$ cat src/rtl/ser_pkg.sv
package ser_pkg;
  localparam int unsigned DEF_CHANNELS = 8;
  localparam int unsigned DEF_WORD_W   = 12;

  // Width of a counter that holds values 0 .. n-1 (at least one bit).
  function automatic int unsigned pos_bits(input int unsigned n);
    return (n <= 2) ? 1 : $clog2(n);
  endfunction
endpackage

$ cat src/rtl/ser_frame_timer.sv
module ser_frame_timer
  import ser_pkg::*;
#(
  parameter int unsigned WORD_W = DEF_WORD_W
) (
  input  logic clk,
  input  logic rst,
  output logic load,
  output logic frame_q,
  output logic clk6_q
);
  localparam int unsigned PW   = pos_bits(WORD_W);
  localparam int unsigned HALF = WORD_W / 2;

  // pos is the frame position presented at the next clock edge.
  logic [PW-1:0] pos;
  logic          started;

  assign load = (pos == '0);

  always_ff @(posedge clk) begin
    if (rst) begin
      pos     <= '0;
      frame_q <= 1'b0;
      clk6_q  <= 1'b0;
      started <= 1'b0;
    end else begin
      pos     <= (pos == PW'(WORD_W - 1)) ? '0 : pos + 1'b1;
      frame_q <= (pos < PW'(HALF));
      clk6_q  <= ~pos[0];
      started <= 1'b1;
    end
  end

  // the 6X clock changes level on every edge once running
  a_r4_half_clk_toggles: assert property (@(posedge clk) disable iff (rst)
    started |-> (clk6_q != $past(clk6_q)));

  // the frame clock only changes while the 6X clock is high
  a_r3_frame_on_even_edge: assert property (@(posedge clk) disable iff (rst)
    (started && (frame_q != $past(frame_q))) |-> clk6_q);
endmodule

$ cat src/rtl/ser_word_hold.sv
module ser_word_hold
  import ser_pkg::*;
#(
  parameter int unsigned NUM_CH = DEF_CHANNELS,
  parameter int unsigned WORD_W = DEF_WORD_W
) (
  input  logic                     clk,
  input  logic                     rst,
  input  logic                     cap_en,
  input  logic [NUM_CH*WORD_W-1:0] cap_bus,
  output logic [NUM_CH*WORD_W-1:0] held_bus
);
  always_ff @(posedge clk) begin
    if (rst)         held_bus <= '0;
    else if (cap_en) held_bus <= cap_bus;
  end

  // without a strobe the held set stays unchanged
  a_r8_hold_stable: assert property (@(posedge clk) disable iff (rst)
    !cap_en |=> $stable(held_bus));
endmodule

$ cat src/rtl/ser_lane.sv
module ser_lane
  import ser_pkg::*;
#(
  parameter int unsigned WORD_W = DEF_WORD_W
) (
  input  logic              clk,
  input  logic              rst,
  input  logic              load,
  input  logic [WORD_W-1:0] word,
  output logic              bit_q
);
  logic [WORD_W-1:0] shreg;

  always_ff @(posedge clk) begin
    if (rst) begin
      shreg <= '0;
      bit_q <= 1'b0;
    end else if (load) begin
      bit_q <= word[0];
      shreg <= word >> 1;
    end else begin
      bit_q <= shreg[0];
      shreg <= shreg >> 1;
    end
  end
endmodule

$ cat src/rtl/adc_lane_serializer.sv
module adc_lane_serializer
  import ser_pkg::*;
#(
  parameter int unsigned NUM_CH = DEF_CHANNELS,
  parameter int unsigned WORD_W = DEF_WORD_W
) (
  input  logic                     clk,
  input  logic                     rst,
  input  logic                     smp_valid,
  input  logic [NUM_CH*WORD_W-1:0] smp_data,
  output logic [NUM_CH-1:0]        lane_out,
  output logic                     frame_clk,
  output logic                     half_bit_clk
);
  logic                     load;
  logic [NUM_CH*WORD_W-1:0] held_bus;
  logic [NUM_CH-1:0]        held_lsb;

  ser_frame_timer #(.WORD_W(WORD_W)) u_timer (
    .clk     (clk),
    .rst     (rst),
    .load    (load),
    .frame_q (frame_clk),
    .clk6_q  (half_bit_clk)
  );

  ser_word_hold #(.NUM_CH(NUM_CH), .WORD_W(WORD_W)) u_hold (
    .clk      (clk),
    .rst      (rst),
    .cap_en   (smp_valid),
    .cap_bus  (smp_data),
    .held_bus (held_bus)
  );

  for (genvar c = 0; c < NUM_CH; c++) begin : g_lane
    assign held_lsb[c] = held_bus[c*WORD_W];
    ser_lane #(.WORD_W(WORD_W)) u_lane (
      .clk   (clk),
      .rst   (rst),
      .load  (load),
      .word  (held_bus[c*WORD_W +: WORD_W]),
      .bit_q (lane_out[c])
    );
  end

  // outputs are low in the cycle after reset is sampled
  a_r9_reset_quiet: assert property (@(posedge clk)
    rst |=> (lane_out == '0 && !frame_clk && !half_bit_clk));

  // a frame clock rising edge carries bit 0 of the held words
  a_r2_lsb_at_frame: assert property (@(posedge clk) disable iff (rst)
    $rose(frame_clk) |-> (lane_out == $past(held_lsb)));
endmodule

$ cat config.mk
export PLATFORM = sky130hd
export DESIGN_NAME = adc_lane_serializer
export DESIGN_NICKNAME = d
export VERILOG_FILES = /design/src/rtl/ser_pkg.sv /design/src/rtl/ser_frame_timer.sv /design/src/rtl/ser_word_hold.sv /design/src/rtl/ser_lane.sv /design/src/rtl/adc_lane_serializer.sv
export SDC_FILE = /design/constraint.sdc
export NUM_CORES = 1
export LEC_CHECK = 0
export BUFFER_PORTS_ARGS = -buffer_cell sky130_fd_sc_hd__buf_2
export CAP_MARGIN = 10
export CORE_ASPECT_RATIO = 1.75
export CORE_MARGIN = 3
export CORE_UTILIZATION = 40
export CTS_CLUSTER_SIZE = 14
export DETAILED_ROUTE_END_ITERATION = 6
export GPL_ROUTABILITY_DRIVEN = 0
export GPL_TIMING_DRIVEN = 0
export PLACE_DENSITY = 0.73
export SETUP_SLACK_MARGIN = 0.5
export SKIP_CTS_REPAIR_TIMING = 1
export SLEW_MARGIN = 20
export SYNTH_ARGS = -nofsm -noshare
export SYNTH_HDL_FRONTEND = slang
export SYNTH_SLANG_ARGS = --single-unit
$ cat constraint.sdc
create_clock -name clk -period 1.5 [get_ports clk]
set_input_delay 0.075 -clock clk [delete_from_list [all_inputs] [get_ports clk]]
set_output_delay 0.075 -clock clk [all_outputs]
set_load 0.02 [all_outputs]
==> impl_metrics.json, run 1 <==
{
  "status": "finished with violations",
  "failed_checks": "negative setup slack",
  "cts_tree": "yes",
  "path_max_fanout": 9,
  "final_area_um2": 9415,
  "post-dp-hpwl_um": 11460,
  "grt_first_pass_wirelength_um": 25500,
  "die_y_um": 179.8,
  "wl_met3_um": 491,
  "setup_ws_ns": -0.09758,
  "p_sw_share_pct": 25.40,
  "drv_cap": 0,
  "grt_pass1_vias": 5158,
  "antenna_found_initial": 0,
  "ys_types": 23,
  "post_drt_via_cell_ratio": 4.660,
  "synthFlopType": "dfxtp_1",
  "synth-edff-count": 0,
  "maxSlewViolCount": 0,
  "fin_crit_sh_pct": 106.5,
  "hold_depth": 3,
  "synth_top_area_share_pct": 57.38,
  "initial_core_util_pct": 40.76,
  "vdd_drop_max_mv": 0.6497,
  "postSynthAreaPerCell_um2": 9.297,
  "clock_sinks": 198,
  "yosysMostFrequentCell": "dfxtp_1",
  "synth_common_cells": "dfxtp_1, nand2_1, nor2_1, mux2i_1, a21oi_1",
  "cts_max_level": 4,
  "power.density_nw_per_um2": 1242,
  "hp-class": "in2reg",
  "synth_area_leader_cell": "dfxtp_1",
  "syn2layout_area_growth_pct": 36.30,
  "top_layer": "met4",
  "setup_viol": 68,
  "r2r-end": "g_lane[1].u_lane.shreg[10]$_SDFF_PP0_",
  "wl_met1_um": 7195,
  "worstSetupEndpointType": "register",
  "rsz0062_at_grt": "yes",
  "die_w_um": 105.3,
  "worst_ep_required_time_ns": 1.86,
  "relSlewSlack_pct": 34.80,
  "numCtsBuffers": 17,
  "portBuffers": 107,
  "post-route-util_pct": 55.56,
  "hold_viol_final": 0,
  "pwr-share-comb_pct": 12.2,
  "yosysWarnings": 0,
  "ff2ff_path_depth": 3,
  "total_leakage_power_nw": 4.067,
  "worstMarginPinSlew_ns": 0.9754,
  "dieArea_um2": 18940,
  "r2r_start": "u_timer.pos[3]$_SDFF_PP0_",
  "fmax_mhz": 625.9,
  "drive_gt1_share_pct": 20.33,
  "rrSetupSlack_ns": -0.1,
  "dp_slack_ns": -0.3091,
  "wl_per_cell_um": 14.16,
  "dpl_cell_area_um2": 7769,
  "grt_overflow": 0,
  "clockBufferDepth": 2,
  "ios": 109,
  "p_seq_share_pct": 48.4,
  "intPower_w": 0.008721,
  "cp-endpoint": "g_lane[1].u_lane.shreg[10]$_SDFF_PP0_",
  "wl_met2_um": 8957,
  "synth_seq_area_share_pct": 57.38,
  "async_flop_share_pct": 0,
  "finalNetCount": 1072,
  "finalPower_w": 0.01169,
  "worst-endpoint-arrival_ns": 1.96,
  "drt_iter0_drc": 203,
  "synth_seq_cells": 198,
  "setup.worst_path.start_class": "register",
  "power.switching_w": 0.002970,
  "vias": 5643,
  "syn_area_um2": 6908,
  "detail-route-antenna-nets": 0,
  "crit_start": "u_timer.pos[3]$_SDFF_PP0_",
  "drc": 0,
  "rows": 63,
  "wirelength_um": 17150,
  "grt_max_degree": 19,
  "period_needed_ns": 1.598,
  "worst_clock_skew_ns": 0.01057,
  "setup_tns_ns": -2.967,
  "clk_latency_ns": 0.43,
  "cts-root-buf": "clkbuf_16",
  "synth.area.top_cells": "dfxtp_1, mux2i_1, nand2_1, a21oi_1, nor2_1",
  "drt_pass1_iterations": 4,
  "coreArea_um2": 16950,
  "syn_nets": 844,
  "antenna_cells": 0,
  "clock_power_share_pct": 39.4,
  "syn_inst": 743,
  "path_class": "reg2reg",
  "path_clk_slew_ns": 0.07,
  "grt_usage_pct": 16.90
}
[how the worst min path moves through the flow]
stage / start / endpoint / slack, ns
floorplan: smp_data[11] / u_hold.held_bus[11]$_SDFFE_PP0P_ / 0.22
global placement: smp_data[47] / u_hold.held_bus[47]$_SDFFE_PP0P_ / 0.31
detailed placement: smp_data[18] / u_hold.held_bus[18]$_SDFFE_PP0P_ / 0.31
CTS: smp_data[34] / u_hold.held_bus[34]$_SDFFE_PP0P_ / -0.13
global route: rst / g_lane[3].u_lane.shreg[10]$_SDFF_PP0_ / 0.06
finish: rst / g_lane[2].u_lane.shreg[10]$_SDFF_PP0_ / 0.07
[layout by cell type, fill, tap and decap left out, types with 14 or more instances in the layout]
master and n:
clkbuf_16 17, dlygate4sd3_1 96, dfxtp_1 196, nor2_1 100, a21oi_1 88, clkbuf_1 14
buf_2 121, buf_4 22, mux2i_1 97, nand2_1 177
[critical path, stage by stage, from the launching register on]
cell and delay, ns:
dfxtp_1 0.30, buf_2 0.17, nor4b_2 0.85, and2_1 0.23
[power groups by stage]
stage	combinational (W)	sequential, W	clock [W]
floorplan	0.000774	0.00574	0
global placement	0.00116	0.00577	0
detailed placement	0.00118	0.00578	0
CTS	0.00118	0.00566	0.00468
global route	0.00157	0.00569	0.00488
finish	0.00143	0.00566	0.00461
[metal layers]
| layer | track usage [%] | up-vias |
|---|---|---|
| li1 | - | 2857 |
| met1 | 19.54 | 2651 |
| met2 | 30.04 | 110 |
| met3 | 2.839 | 25 |
| met4 | 7.777 | 0 |
| met5 | 0 | - |
[per-stage QoR]
step                hold WS (ns)  std cells
finish                   0.06860       1211
floorplan                 0.2218        743
global placement          0.3067       1077
global route             0.05755       1211
CTS                      -0.1312       1109
detailed placement        0.3147       1077
[state kept, by name, indices dropped and copies added (netlist names)]
| name | flops |
|---|---|
| u_timer.clk6_q | 1 |
| u_timer.frame_q | 1 |
| u_hold.held_bus | 96 |
| g_lane.u_lane.bit_q | 8 |
| u_timer.pos | 4 |
| g_lane.u_lane.shreg | 88 |
[layout make-up]
cell class	instances	area, µm²
buffer	61	372.9
clock buffer	17	425.4
clock inverter	15	170.2
fill	1494	7532
inverter	2	12.51
multi-input combinational	482	2635
sequential	198	3971
tap	227	284.0
timing repair buffer	209	1544
[logic make-up (layout without fill, tap and decap cells)]
| kind of cell | count (synthesis) | in the layout | synth area share, % |
|---|---|---|---|
| buffers and inverters | 63 | 304 | 4.782 |
| adder cells (fa/ha/maj) | 2 | 2 | 0.3622 |
| AND/OR/NAND/NOR | 292 | 292 | 16.74 |
| flip-flops | 198 | 198 | 57.38 |
| multiplexers | 97 | 97 | 14.06 |
| AO/OA/AOI/OAI | 91 | 91 | 6.684 |
(Power assumes the default switching activity.)
==> run 2, diff against run 1 <==
CORE_UTILIZATION = 50   (was 40)
PLACE_DENSITY = 0.86   (was 0.73)
==> run 2 against run 1 <==
  * The run still ends with negative setup slack left
  * Design area is 2.1% higher
  * Combinational power up 9.8%
  * Sequential cell count stayed put
  * Critical path type unchanged
  * Critical endpoint is now g_lane[3].u_lane.shreg[2]$_SDFF_PP0_
  * Largest power group unchanged
  * Highest routed layer unchanged
==> impl_metrics.json, run 2 (synthesized netlist as in run 1, its figures left out) <==
{
  "path_class": "reg2reg",
  "wl_per_cell_um": 16.18,
  "cts-root-buf": "clkbuf_16",
  "slowest_stage": "or3b_1",
  "numCtsBuffers": 17,
  "hp-class": "in2reg",
  "rrSetupSlack_ns": -0.11,
  "fmax_mhz": 621.3,
  "grt_use_met3_pct": 3.961,
  "worst_clock_skew_ns": 0.006318,
  "status": "finished with violations",
  "ff2ff_path_depth": 8,
  "path_clk_slew_ns": 0.07,
  "fin_crit_sh_pct": 107.3,
  "coreArea_um2": 13450,
  "final_cells": 1165,
  "detail-route-antenna-nets": 0,
  "drt_pass1_iterations": 4,
  "regMostFlops": "u_hold.held_bus",
  "use_met1_pct": 24.43,
  "die_w_um": 94.85,
  "setup.worst_path.start_class": "register",
  "worstPathCellList": "inv_2 -> ha_4 -> or3b_1 -> buf_6 -> buf_12 -> buf_8 -> nand2_1 -> a21oi_1",
  "cts_tree": "yes",
  "failed_checks": "negative setup slack",
  "hold_viol_final": 0,
  "r2r-end": "g_lane[3].u_lane.shreg[2]$_SDFF_PP0_",
  "grt_usage_pct": 21.36,
  "grt_overflow": 0,
  "setup_tns_ns": -3.654,
  "worst_ep_required_time_ns": 1.78,
  "cp-endpoint": "g_lane[3].u_lane.shreg[2]$_SDFF_PP0_",
  "placed_cells": 1024,
  "antenna_found_initial": 1,
  "pwr-share-comb_pct": 13.5,
  "wirelength_um": 18850,
  "grt_most_used_layer": "met2",
  "power.density_nw_per_um2": 1216,
  "dpl_cell_area_um2": 7702,
  "relSlewSlack_pct": 43.98,
  "cts_max_level": 4,
  "worst-endpoint-arrival_ns": 1.89,
  "maxSlewViolCount": 0,
  "r2r_start": "u_timer.pos[1]$_SDFF_PP0_",
  "die_y_um": 161.5,
  "vias": 5905,
  "rsz0062_at_grt": "yes",
  "dp_slack_ns": -0.4071,
  "post-route-util_pct": 71.45,
  "post_drt_via_cell_ratio": 5.069,
  "period_needed_ns": 1.610,
  "drc": 0,
  "global_route.usage.met2_pct": 38.07,
  "seq_area_um2": 3975,
  "dieArea_um2": 15320,
  "worstSetupEndpointType": "register",
  "final_area_um2": 9612,
  "worstMarginPinSlew_ns": 0.8381,
  "initial_core_util_pct": 51.35,
  "layout_common_cells": "dfxtp_1, nand2_1, buf_2, nor2_1, mux2i_1",
  "drive_gt1_share_pct": 23.64,
  "p_sw_share_pct": 24.65,
  "clock_power_share_pct": 38.0,
  "multi_input_area_um2": 2748,
  "rows": 56,
  "top_regs": "u_hold.held_bus (96), g_lane.u_lane.shreg (88), g_lane.u_lane.bit_q (8)",
  "drv_cap": 0,
  "fillers": 933,
  "final_common_cell": "dfxtp_1",
  "setup_ws_ns": -0.1096,
  "syn2layout_area_growth_pct": 39.14,
  "clock_sinks": 198,
  "slowest_delay_ns": 0.36,
  "largest_reg_flops": 96,
  "finalNetCount": 1078,
  "power.switching_w": 0.002882,
  "clk_latency_ns": 0.42,
  "crit_start": "u_timer.pos[1]$_SDFF_PP0_",
  "vdd_drop_max_mv": 0.9104,
  "post-dp-hpwl_um": 11340,
  "ios": 109,
  "clockBufferDepth": 2,
  "path_max_fanout": 10,
  "drt_iter0_drc": 288,
  "p_seq_share_pct": 48.5,
  "grt_max_degree": 17,
  "portBuffers": 107,
  "intPower_w": 0.008810,
  "total_leakage_power_nw": 4.182,
  "setup_viol": 83,
  "grt_first_pass_wirelength_um": 25190,
  "grt_pass1_vias": 5299
}
-- run 2: power groups by stage --
stage	registers, W	logic [W]	clock network [W]
after floorplan	0.00574	0.000774	0
after detailed placement	0.00578	0.00117	0
after global routing	0.00569	0.00170	0.00472
final	0.00567	0.00157	0.00445
after CTS	0.00566	0.00117	0.00449
after global placement	0.00577	0.00113	0
-- run 2: worst max-delay path: cells and delay by family (launching register included) --
kind            cells  cell delay [ns]
fa+ha+maj           1             0.13
simple gates        2             0.42
compound gates      1             0.08
buf+inv             4             0.51
flops               1             0.33
-- run 2: how the worst min path moves through the flow --
stage / depth (start not counted) / to / start / slack (ns)
after floorplan: 2 / u_hold.held_bus[11]$_SDFFE_PP0P_ / smp_data[11] / 0.22
after global placement: 3 / u_hold.held_bus[41]$_SDFFE_PP0P_ / smp_data[41] / 0.31
after detailed placement: 3 / u_hold.held_bus[51]$_SDFFE_PP0P_ / smp_data[51] / 0.31
after CTS: 3 / u_hold.held_bus[43]$_SDFFE_PP0P_ / smp_data[43] / -0.13
after global routing: 3 / g_lane[2].u_lane.shreg[10]$_SDFF_PP0_ / rst / 0.07
final: 3 / g_lane[0].u_lane.shreg[10]$_SDFF_PP0_ / rst / 0.07
-- run 2: metal layers --
metal	vias to the layer above	routed length, µm	part of all wire (%)
li1	2864	-	-
met2	156	10320	55
met5	-	0	0
met3	50	674	3.6
met1	2835	7148	38
met4	0	706	3.7
-- run 2: area by class of cell --
class / count / share of cell area (%)
Sequential cell: 198 / 41.36
Multi-Input combinational cell: 482 / 28.59
Timing Repair Buffer: 215 / 17.38
Clock buffer: 22 / 5.142
Buffer: 61 / 4.166
Tap cell: 174 / 2.265
Clock inverter: 10 / 0.9763
Inverter: 2 / 0.1041
Antenna cell: 1 / 0.02603
-- run 2: through the flow --
stage               hold WS [ns]  total power, W
floorplan                 0.2218        0.006517
global placement          0.3076        0.006900
detailed placement        0.3143        0.006945
CTS                      -0.1271         0.01132
global route             0.06983         0.01211
finish                   0.07391         0.01169
